File: src/rtl/fa_pkg.sv
package fa_pkg;

    typedef enum logic {
        ST_HUNT = 1'b0,
        ST_LOCK = 1'b1
    } align_e;

    // Trailer rule: both trailer bits equal and opposite to the last payload bit
    function automatic logic trailer_ok(input logic last_bit,
                                        input logic tr0,
                                        input logic tr1);
        return (tr0 == tr1) && (tr0 != last_bit);
    endfunction

endpackage

File: src/rtl/fa_window.sv
module fa_window #(
    parameter int DATA_W = 22
) (
    input  logic              clk_i,
    input  logic              rst_ni,
    input  logic              ser_i,
    output logic              frame_ok_o,
    output logic [DATA_W-1:0] word_o
);
    localparam int FRAME_W  = DATA_W + 3;
    localparam int LAST_IDX = DATA_W;
    localparam int TR0_IDX  = DATA_W + 1;
    localparam int TR1_IDX  = DATA_W + 2;

    typedef struct packed {
        logic [FRAME_W-1:0] sr;
    } win_t;

    win_t win_d, win_q;

    // Oldest bit sits at index 0 (the guard position of a candidate frame)
    always_comb begin
        win_d    = win_q;
        win_d.sr = {ser_i, win_q.sr[FRAME_W-1:1]};
    end

    always_ff @(posedge clk_i or negedge rst_ni) begin
        if (!rst_ni) win_q <= '0;
        else         win_q <= win_d;
    end

    assign frame_ok_o = ~win_q.sr[0] &
                        fa_pkg::trailer_ok(win_q.sr[LAST_IDX],
                                           win_q.sr[TR0_IDX],
                                           win_q.sr[TR1_IDX]);

    for (genvar g = 0; g < DATA_W; g++) begin : g_pay
        assign word_o[g] = win_q.sr[g+1];
    end
endmodule

File: src/rtl/fa_ctrl.sv
module fa_ctrl #(
    parameter int FRAME_W     = 25,
    parameter int LOCK_FRAMES = 4
) (
    input  logic clk_i,
    input  logic rst_ni,
    input  logic frame_ok_i,
    output logic take_o,
    output logic err_o,
    output logic locked_o
);
    localparam int CNT_W = $clog2(FRAME_W + 1);
    localparam int HIT_W = (LOCK_FRAMES > 1) ? $clog2(LOCK_FRAMES) : 1;
    localparam logic [CNT_W-1:0] CNT_SLIP = CNT_W'(FRAME_W);
    localparam logic [CNT_W-1:0] CNT_NEXT = CNT_W'(FRAME_W - 1);
    localparam logic [HIT_W-1:0] HIT_LAST = HIT_W'(LOCK_FRAMES - 1);

    typedef struct packed {
        fa_pkg::align_e   st;
        logic [HIT_W-1:0] hits;
        logic [CNT_W-1:0] cnt;
        logic             err;
    } ctrl_t;

    ctrl_t ctl_d, ctl_q;
    logic  at_edge;

    assign at_edge = (ctl_q.cnt == '0);

    always_comb begin
        ctl_d     = ctl_q;
        ctl_d.err = 1'b0;
        if (at_edge) begin
            if (frame_ok_i) begin
                ctl_d.cnt = CNT_NEXT;
                if (ctl_q.st == fa_pkg::ST_HUNT) begin
                    if (ctl_q.hits == HIT_LAST) begin
                        ctl_d.st   = fa_pkg::ST_LOCK;
                        ctl_d.hits = '0;
                    end else begin
                        ctl_d.hits = ctl_q.hits + 1'b1;
                    end
                end
            end else begin
                // one extra clock before the next candidate: slide by one bit
                ctl_d.cnt  = CNT_SLIP;
                ctl_d.hits = '0;
                if (ctl_q.st == fa_pkg::ST_LOCK) begin
                    ctl_d.st  = fa_pkg::ST_HUNT;
                    ctl_d.err = 1'b1;
                end
            end
        end else begin
            ctl_d.cnt = ctl_q.cnt - 1'b1;
        end
    end

    always_ff @(posedge clk_i or negedge rst_ni) begin
        if (!rst_ni) begin
            ctl_q.st   <= fa_pkg::ST_HUNT;
            ctl_q.hits <= '0;
            ctl_q.cnt  <= CNT_SLIP;
            ctl_q.err  <= 1'b0;
        end else begin
            ctl_q <= ctl_d;
        end
    end

    assign take_o   = at_edge & frame_ok_i & (ctl_q.st == fa_pkg::ST_LOCK);
    assign err_o    = ctl_q.err;
    assign locked_o = (ctl_q.st == fa_pkg::ST_LOCK);
endmodule

File: src/rtl/fa_outreg.sv
module fa_outreg #(
    parameter int DATA_W = 22
) (
    input  logic              clk_i,
    input  logic              rst_ni,
    input  logic              load_i,
    input  logic [DATA_W-1:0] word_i,
    output logic [DATA_W-1:0] word_o,
    output logic              vld_o
);
    typedef struct packed {
        logic [DATA_W-1:0] word;
        logic              vld;
    } out_t;

    out_t out_d, out_q;

    always_comb begin
        out_d     = out_q;
        out_d.vld = load_i;
        if (load_i) out_d.word = word_i;
    end

    always_ff @(posedge clk_i or negedge rst_ni) begin
        if (!rst_ni) out_q <= '0;
        else         out_q <= out_d;
    end

    assign word_o = out_q.word;
    assign vld_o  = out_q.vld;
endmodule

File: src/rtl/frame_aligner_rx.sv
module frame_aligner_rx #(
    parameter int DATA_W      = 22,
    parameter int LOCK_FRAMES = 4
) (
    input  logic              clk_i,
    input  logic              rst_ni,
    input  logic              ser_i,
    output logic [DATA_W-1:0] word_o,
    output logic              word_vld_o,
    output logic              locked_o,
    output logic              bnd_err_o
);
    localparam int FRAME_W = DATA_W + 3;

    logic              frame_ok;
    logic              take;
    logic [DATA_W-1:0] cand_word;

    fa_window #(.DATA_W(DATA_W)) win_i (
        .clk_i      (clk_i),
        .rst_ni     (rst_ni),
        .ser_i      (ser_i),
        .frame_ok_o (frame_ok),
        .word_o     (cand_word)
    );

    fa_ctrl #(.FRAME_W(FRAME_W), .LOCK_FRAMES(LOCK_FRAMES)) ctrl_i (
        .clk_i      (clk_i),
        .rst_ni     (rst_ni),
        .frame_ok_i (frame_ok),
        .take_o     (take),
        .err_o      (bnd_err_o),
        .locked_o   (locked_o)
    );

    fa_outreg #(.DATA_W(DATA_W)) outr_i (
        .clk_i  (clk_i),
        .rst_ni (rst_ni),
        .load_i (take),
        .word_i (cand_word),
        .word_o (word_o),
        .vld_o  (word_vld_o)
    );
endmodule

File: config.mk
export PLATFORM = sky130hd
export DESIGN_NAME = frame_aligner_rx
export DESIGN_NICKNAME = d
export VERILOG_FILES = /design/src/rtl/fa_pkg.sv /design/src/rtl/fa_window.sv /design/src/rtl/fa_ctrl.sv /design/src/rtl/fa_outreg.sv /design/src/rtl/frame_aligner_rx.sv
export SDC_FILE = /design/constraint.sdc
export NUM_CORES = 1
export LEC_CHECK = 0
export BUFFER_PORTS_ARGS = -buffer_cell sky130_fd_sc_hd__buf_2
export CAP_MARGIN = 10
export CORE_MARGIN = 8
export CORE_UTILIZATION = 55
export DETAILED_ROUTE_END_ITERATION = 12
export MAX_ROUTING_LAYER = met4
export PLACE_DENSITY = 0.88
export SYNTH_ARGS = -nofsm -noshare
export SYNTH_HDL_FRONTEND = slang
export SYNTH_SLANG_ARGS = --single-unit
File: constraint.sdc
create_clock -name clk_i -period 2.3 [get_ports clk_i]
set_input_delay 0 -clock clk_i [delete_from_list [all_inputs] [get_ports clk_i]]
set_output_delay 0 -clock clk_i [all_outputs]
set_load 0.05 [all_outputs]
==> flow_summary.json, run 1 <==
{
  "status": "completed",
  "antenna_left": 0,
  "regArea_um2": 1430,
  "holdBufCountCts": 2,
  "fmax_mhz": 481,
  "wire_per_inst_um": 16.6,
  "cp_max_fo": 23,
  "drive_gt1_share_pct": 43.4,
  "nets": 159,
  "yosysWarnings": 0,
  "dpl_cell_area_um2": 2180,
  "yosys-top-cells-area": "dfrtp_1 (67%), mux2_4 (14%), dfstp_2 (3.9%), buf_12 (2.0%), mux2_2 (1.7%)",
  "num_vias": 1031,
  "worst_slew_pin_slew_ns": 0.781,
  "cts_tree": "yes",
  "startpoint_type": "flip-flop",
  "synth_edf_count": 0,
  "yosysTopAreaCellShare_pct": 67.0,
  "port_buffers": 27,
  "fin_ws_ns": 0.222,
  "via_per_inst": 4.98,
  "cts_resized": 0,
  "crit_family": "simple AND/OR/NAND/NOR gates",
  "ctsLongestPathBuffers": 2,
  "htree_levels": 3,
  "first_global_vias": 1159,
  "finalMaxSlewViolations": 0,
  "required_ns": 2.50,
  "dieArea_um2": 5860,
  "grt_overflow": 0,
  "start_util_pct": 55.9,
  "setup_viol": 0,
  "syn_avg_cell_area_um2": 17.5,
  "min_path_type": "input pin to async pin",
  "critical_path_class": "flip-flop to flip-flop",
  "gp_congestion": 0.746,
  "synth_top_area_cell": "dfrtp_1",
  "hold_violations": 0,
  "fin_setup_tns_ns": 0,
  "synthTopCellsByCount": "dfrtp_1 (54), mux2_4 (19), nor2_1 (6), inv_1 (4), nand2_1 (4)",
  "slew_headroom_pct": 47.9,
  "antenna_found_initial": 0,
  "multi_input_area_um2": 520,
  "p_per_area_nw_per_um2": 901,
  "design_area_um2": 2370,
  "place_ws_ns": 0.255,
  "synthMostInstantiatedCell": "dfrtp_1",
  "cts_buffers": 9,
  "seq_area_frac_synth_pct": 70.9,
  "p_leak_nw": 1.27,
  "synthFlopType": "dfrtp_1",
  "ys_async_sr_fraction_pct": 100,
  "post_layout_nonfiller_instances": 207,
  "grt_pass1_wl_mm": 5.72,
  "wirelength_mm": 3.44,
  "antennaDiodeCount": 0,
  "first_pass_iters": 4,
  "root_buffer": "clkbuf_8",
  "fp.dieH_um": 76.6,
  "path_clk_slew_ns": 0.06,
  "first_iter_violations": 49,
  "clock_latency_ns": 0.32,
  "synthesis.nets": 120,
  "num-fill-cells": 248,
  "cp_slowest_cell": "nor4b_4",
  "max_cap_viol_count": 0,
  "rsz0062_at_grt": "no",
  "max_stage_delay_ns": 0.39,
  "cts_setup_buffers": 0,
  "dp_hpwl_mm": 2.27,
  "cp-end-kind": "flip-flop",
  "arrival_ns": 2.28,
  "synth_seq_cells": 57,
  "ios": 28,
  "place_inst": 189,
  "critPathBufInv": 2,
  "rows": 22,
  "core_um2": 3610,
  "grt_use_total_pct": 13.0,
  "skew_ns": 0.00619,
  "yosysUniqueCellTypes": 22,
  "vdd_drop_max_uv": 522,
  "netlist_instances": 115,
  "area_delta_synth_final_pct": 17.3,
  "cts_sinks": 57,
  "period_share_pct": 90.3,
  "drc": 0,
  "die_width_um": 76.6,
  "finalCriticalPeriod_ns": 2.08,
  "cp_cell_sequence": "inv_1 -> ha_1 -> nor4b_4 -> nand2_2 -> or2_1 -> buf_4 -> mux2_4",
  "syn_area_um2": 2020,
  "grt_max_degree": 39
}
==> final cells by class <==
class,count,area share [%]
inverter,4,0.635
multi-input combinational,51,22.0
timing repair buffer,31,7.19
clock buffer,16,7.19
tap,48,2.54
sequential,57,60.4
==> worst register-to-register path: stages, from the launching register on <==
cell and delay [ns]:
dfrtp_1 0.38, inv_1 0.06, ha_1 0.23, nor4b_4 0.39, nand2_2 0.10, or2_1 0.21
buf_4 0.25, mux2_4 0.35
==> power breakdown <==
part | switching, W | total, W | internal [W] | leakage (nW)
registers | 0.0000780 | 0.00118 | 0.00110 | 0.723
clock network | 0.000349 | 0.000801 | 0.000453 | 0.0850
logic | 0.0000808 | 0.000153 | 0.0000726 | 0.464
==> logic make-up after synthesis <==
family | synth area share (%)
simple gates | 5.40
flops | 70.9
xor+xnor | 0.869
buf+inv | 3.29
mux | 15.8
compound gates | 2.48
fa+ha+maj | 1.24
==> placed cells by master (no fill, tap or decap), types with 3 or more instances in the layout <==
cell type and n:
clkbuf_8 11, inv_1 4, dfstp_2 3, buf_2 27
nand2_1 4, mux2_4 19, mux2_2 3, dfrtp_1 54
a21oi_1 3, clkbuf_1 5, nor2_1 6
==> layer usage <==
metal	track usage (%)	wire length, µm
met1	14.5	1500
met3	5.54	160
met4	5.77	39
met2	19.9	1740
met5	-	0
==> sequential cells by signal, summed over array words and instances (netlist names) <==
name and count:
win_i.win_q 25, ctrl_i.locked_o 1, ctrl_i.ctl_q 7, ctrl_i.err_o 1, outr_i.word_o 22, outr_i.vld_o 1
==> path summary, 6_finish.rpt <==
kind,from,slack [ns],cells after the start,endpoint
setup / recovery,ctrl_i.ctl_q[2],0.22,7,outr_i.word_o[17]
hold / removal,rst_ni,0.30,2,outr_i.word_o[5]
setup reg to reg,ctrl_i.ctl_q[2],0.22,7,outr_i.word_o[17]
hold reg to reg,win_i.win_q[21],0.37,0,win_i.win_q[20]
max in group asynchronous,rst_ni,1.24,3,outr_i.word_o[11]
min in group clk_i,ser_i,0.32,2,win_i.win_q[24]
==> through the flow <==
stage	total power (W)	hold WS [ns]	utilization [%]
6_report	0.00213	0.302	65.6
5_1_grt	0.00223	0.327	65.6
4_1_cts	0.00215	0.314	65.6
3_5_place_dp	0.00135	0.109	60.3
3_3_place_gp	0.00132	0.100	60.3
2_1_floorplan	0.00128	-0.296	-
Note: power is estimated with default switching activity, not from simulation.
==> inputs of run 2 (changes only) <==
- CORE_UTILIZATION: 55 -> 50
- PLACE_DENSITY: 0.88 -> 0.81
- clock period: 2.3 -> 1.7 ns (I/O delays scaled with it)
==> run 2 against run 1 <==
  * The flow now finishes with violations (setup timing)
  * Fmax grew 21%
  * Largest cell class unchanged
  * Critical endpoint is now outr_i.word_o[11]
  * Die area increased by 7.9%
  * Clock power rose by 30%
  * Cell area rose by 4.9%
  * Highest routed layer unchanged
  * Via count grew 3.1%
  * Clock-buffer cell count shrank 4
  * Sequential share of layout area fell by 2.8 points
  * Combinational power increased by 120%
==> flow_summary.json, run 2 (synthesized netlist as in run 1, its figures left out) <==
{
  "status": "finished, violations left",
  "violations": "setup timing",
  "area_delta_synth_final_pct": 23.0,
  "rows": 23,
  "first_pass_iters": 5,
  "ios": 28,
  "grt_use_total_pct": 12.6,
  "cp-end-kind": "flip-flop",
  "drive_gt1_share_pct": 51.5,
  "largest_register_ffs": 25,
  "grt_overflow": 0,
  "min_path_type": "input pin to async pin",
  "critPathBufInv": 2,
  "wire_per_inst_um": 15.5,
  "grt_use_met1_pct": 14.2,
  "finalMaxSlewViolations": 0,
  "skew_ns": 0.00803,
  "final_common_cell": "dfrtp_1",
  "vdd_drop_max_uv": 614,
  "finalCriticalPeriod_ns": 1.72,
  "fin_setup_tns_ns": -0.270,
  "design_area_um2": 2480,
  "p_per_area_nw_per_um2": 1190,
  "via_per_inst": 4.85,
  "wirelength_mm": 3.40,
  "grt_max_degree": 27,
  "setup_viol": 16,
  "dp_hpwl_mm": 2.37,
  "grt_util_met2_pct": 17.7,
  "required_ns": 1.92,
  "gp_congestion": 0.721,
  "antennaDiodeCount": 0,
  "fin_ws_ns": -0.0222,
  "port_buffers": 27,
  "grt_pass1_wl_mm": 5.73,
  "startpoint_type": "flip-flop",
  "nets": 170,
  "cp_slowest_cell": "dfrtp_1",
  "hold_violations": 0,
  "antenna_left": 0,
  "slew_headroom_pct": 78.6,
  "first_global_vias": 1130,
  "fp.dieH_um": 79.5,
  "num-fill-cells": 282,
  "htree_levels": 3,
  "dieArea_um2": 6320,
  "timing.rr.start": "ctrl_i.ctl_q[2]",
  "root_buffer": "clkbuf_8",
  "critical_path_class": "flip-flop to flip-flop",
  "max_cap_viol_count": 0,
  "ctsLongestPathBuffers": 2,
  "cp_cell_sequence": "inv_2 -> ha_4 -> nor4b_4 -> nand2_2 -> or2_4 -> buf_12 -> mux2_4",
  "r2r-end": "outr_i.word_o[11]",
  "p_leak_nw": 1.33,
  "reg2reg_slack_ns": -0.02,
  "multi_input_area_um2": 542,
  "regArea_um2": 1430,
  "period_share_pct": 101,
  "core_um2": 3940,
  "crit_family": "simple AND/OR/NAND/NOR gates",
  "cts_tree": "yes",
  "num_vias": 1063,
  "cts_sinks": 57,
  "drc": 0,
  "clock_latency_ns": 0.33,
  "final_cell_mix": "dfrtp_1 (54), buf_2 (27), mux2_4 (19)",
  "path_clk_slew_ns": 0.06,
  "grt_util_met3_pct": 6.08,
  "arrival_ns": 1.94,
  "start_util_pct": 51.2,
  "first_iter_violations": 34,
  "top_usage_layer": "met2",
  "dpl_cell_area_um2": 2270,
  "worst_slew_pin_slew_ns": 0.322,
  "die_width_um": 79.5,
  "largest_register": "win_i.win_q",
  "max_stage_delay_ns": 0.38,
  "antenna_found_initial": 0,
  "fmax_mhz": 581,
  "cp_max_fo": 16,
  "reg2reg_depth": 7,
  "cts_buffers": 9,
  "rsz0062_at_grt": "yes"
}
## run 2: cell count changes in the layout (fill, tap and decap cells not counted), sizes merged
cell / delta
buf: +11
clkbuf: -4
clkinv: +2
clkinvlp: +1
## run 2: worst max path at each step
stage,end,cells past startpoint,startpoint
floorplan,outr_i.word_o[0],8,ctrl_i.ctl_q[2]
global placement,outr_i.word_o[20],7,ctrl_i.ctl_q[1]
detailed placement,outr_i.word_o[18],7,ctrl_i.ctl_q[2]
CTS,outr_i.word_o[15],7,ctrl_i.ctl_q[2]
global route,outr_i.word_o[10],7,ctrl_i.ctl_q[2]
finish,outr_i.word_o[11],7,ctrl_i.ctl_q[2]
## run 2: final cells by class
| cell class | count | share of cell area (%) |
|---|---|---|
| clock inverter | 3 | 0.706 |
| tap | 50 | 2.52 |
| multi-input combinational | 51 | 21.8 |
| sequential | 57 | 57.6 |
| inverter | 4 | 0.605 |
| clock buffer | 12 | 5.85 |
| timing repair buffer | 42 | 10.8 |
## run 2: stage by stage
stage	setup slack (ns)	hold slack [ns]	std cells	util, %	total power, W
2_1_floorplan	-0.134	-0.296	115	-	0.00176
3_3_place_gp	0.0151	-0.0900	200	57.6	0.00186
3_5_place_dp	-0.0534	-0.0836	200	57.6	0.00191
4_1_cts	-0.0361	0.112	218	62.6	0.00298
5_1_grt	-0.0898	0.124	219	62.9	0.00309
6_report	-0.0222	0.103	219	62.9	0.00295
## run 2: per-layer routing
metal	routed length, µm	vias up	share of wire [%]
met4	78	0	2.3
met3	217	10	6.4
met5	0	-	0
li1	-	492	-
met1	1450	539	43
met2	1650	22	49
## run 2: what timing repair did
action | CTS | global route
endpoints found under the setup margin | 22 | 22
gates resized for setup | 2 | 1
hold buffers | 2 | 0
setup buffers | 1 | 1
hold endpoints to repair | 55 | 0
pin swaps | 0 | 0
## run 2: power by group
group / total, W / switching, W / leakage (nW) / internal, W
clock network: 0.00104 / 0.000489 / 0.0822 / 0.000555
logic: 0.000331 / 0.000163 / 0.524 / 0.000168
registers: 0.00157 / 0.0000876 / 0.723 / 0.00149
total: 0.00295 / 0.000740 / 1.33 / 0.00221
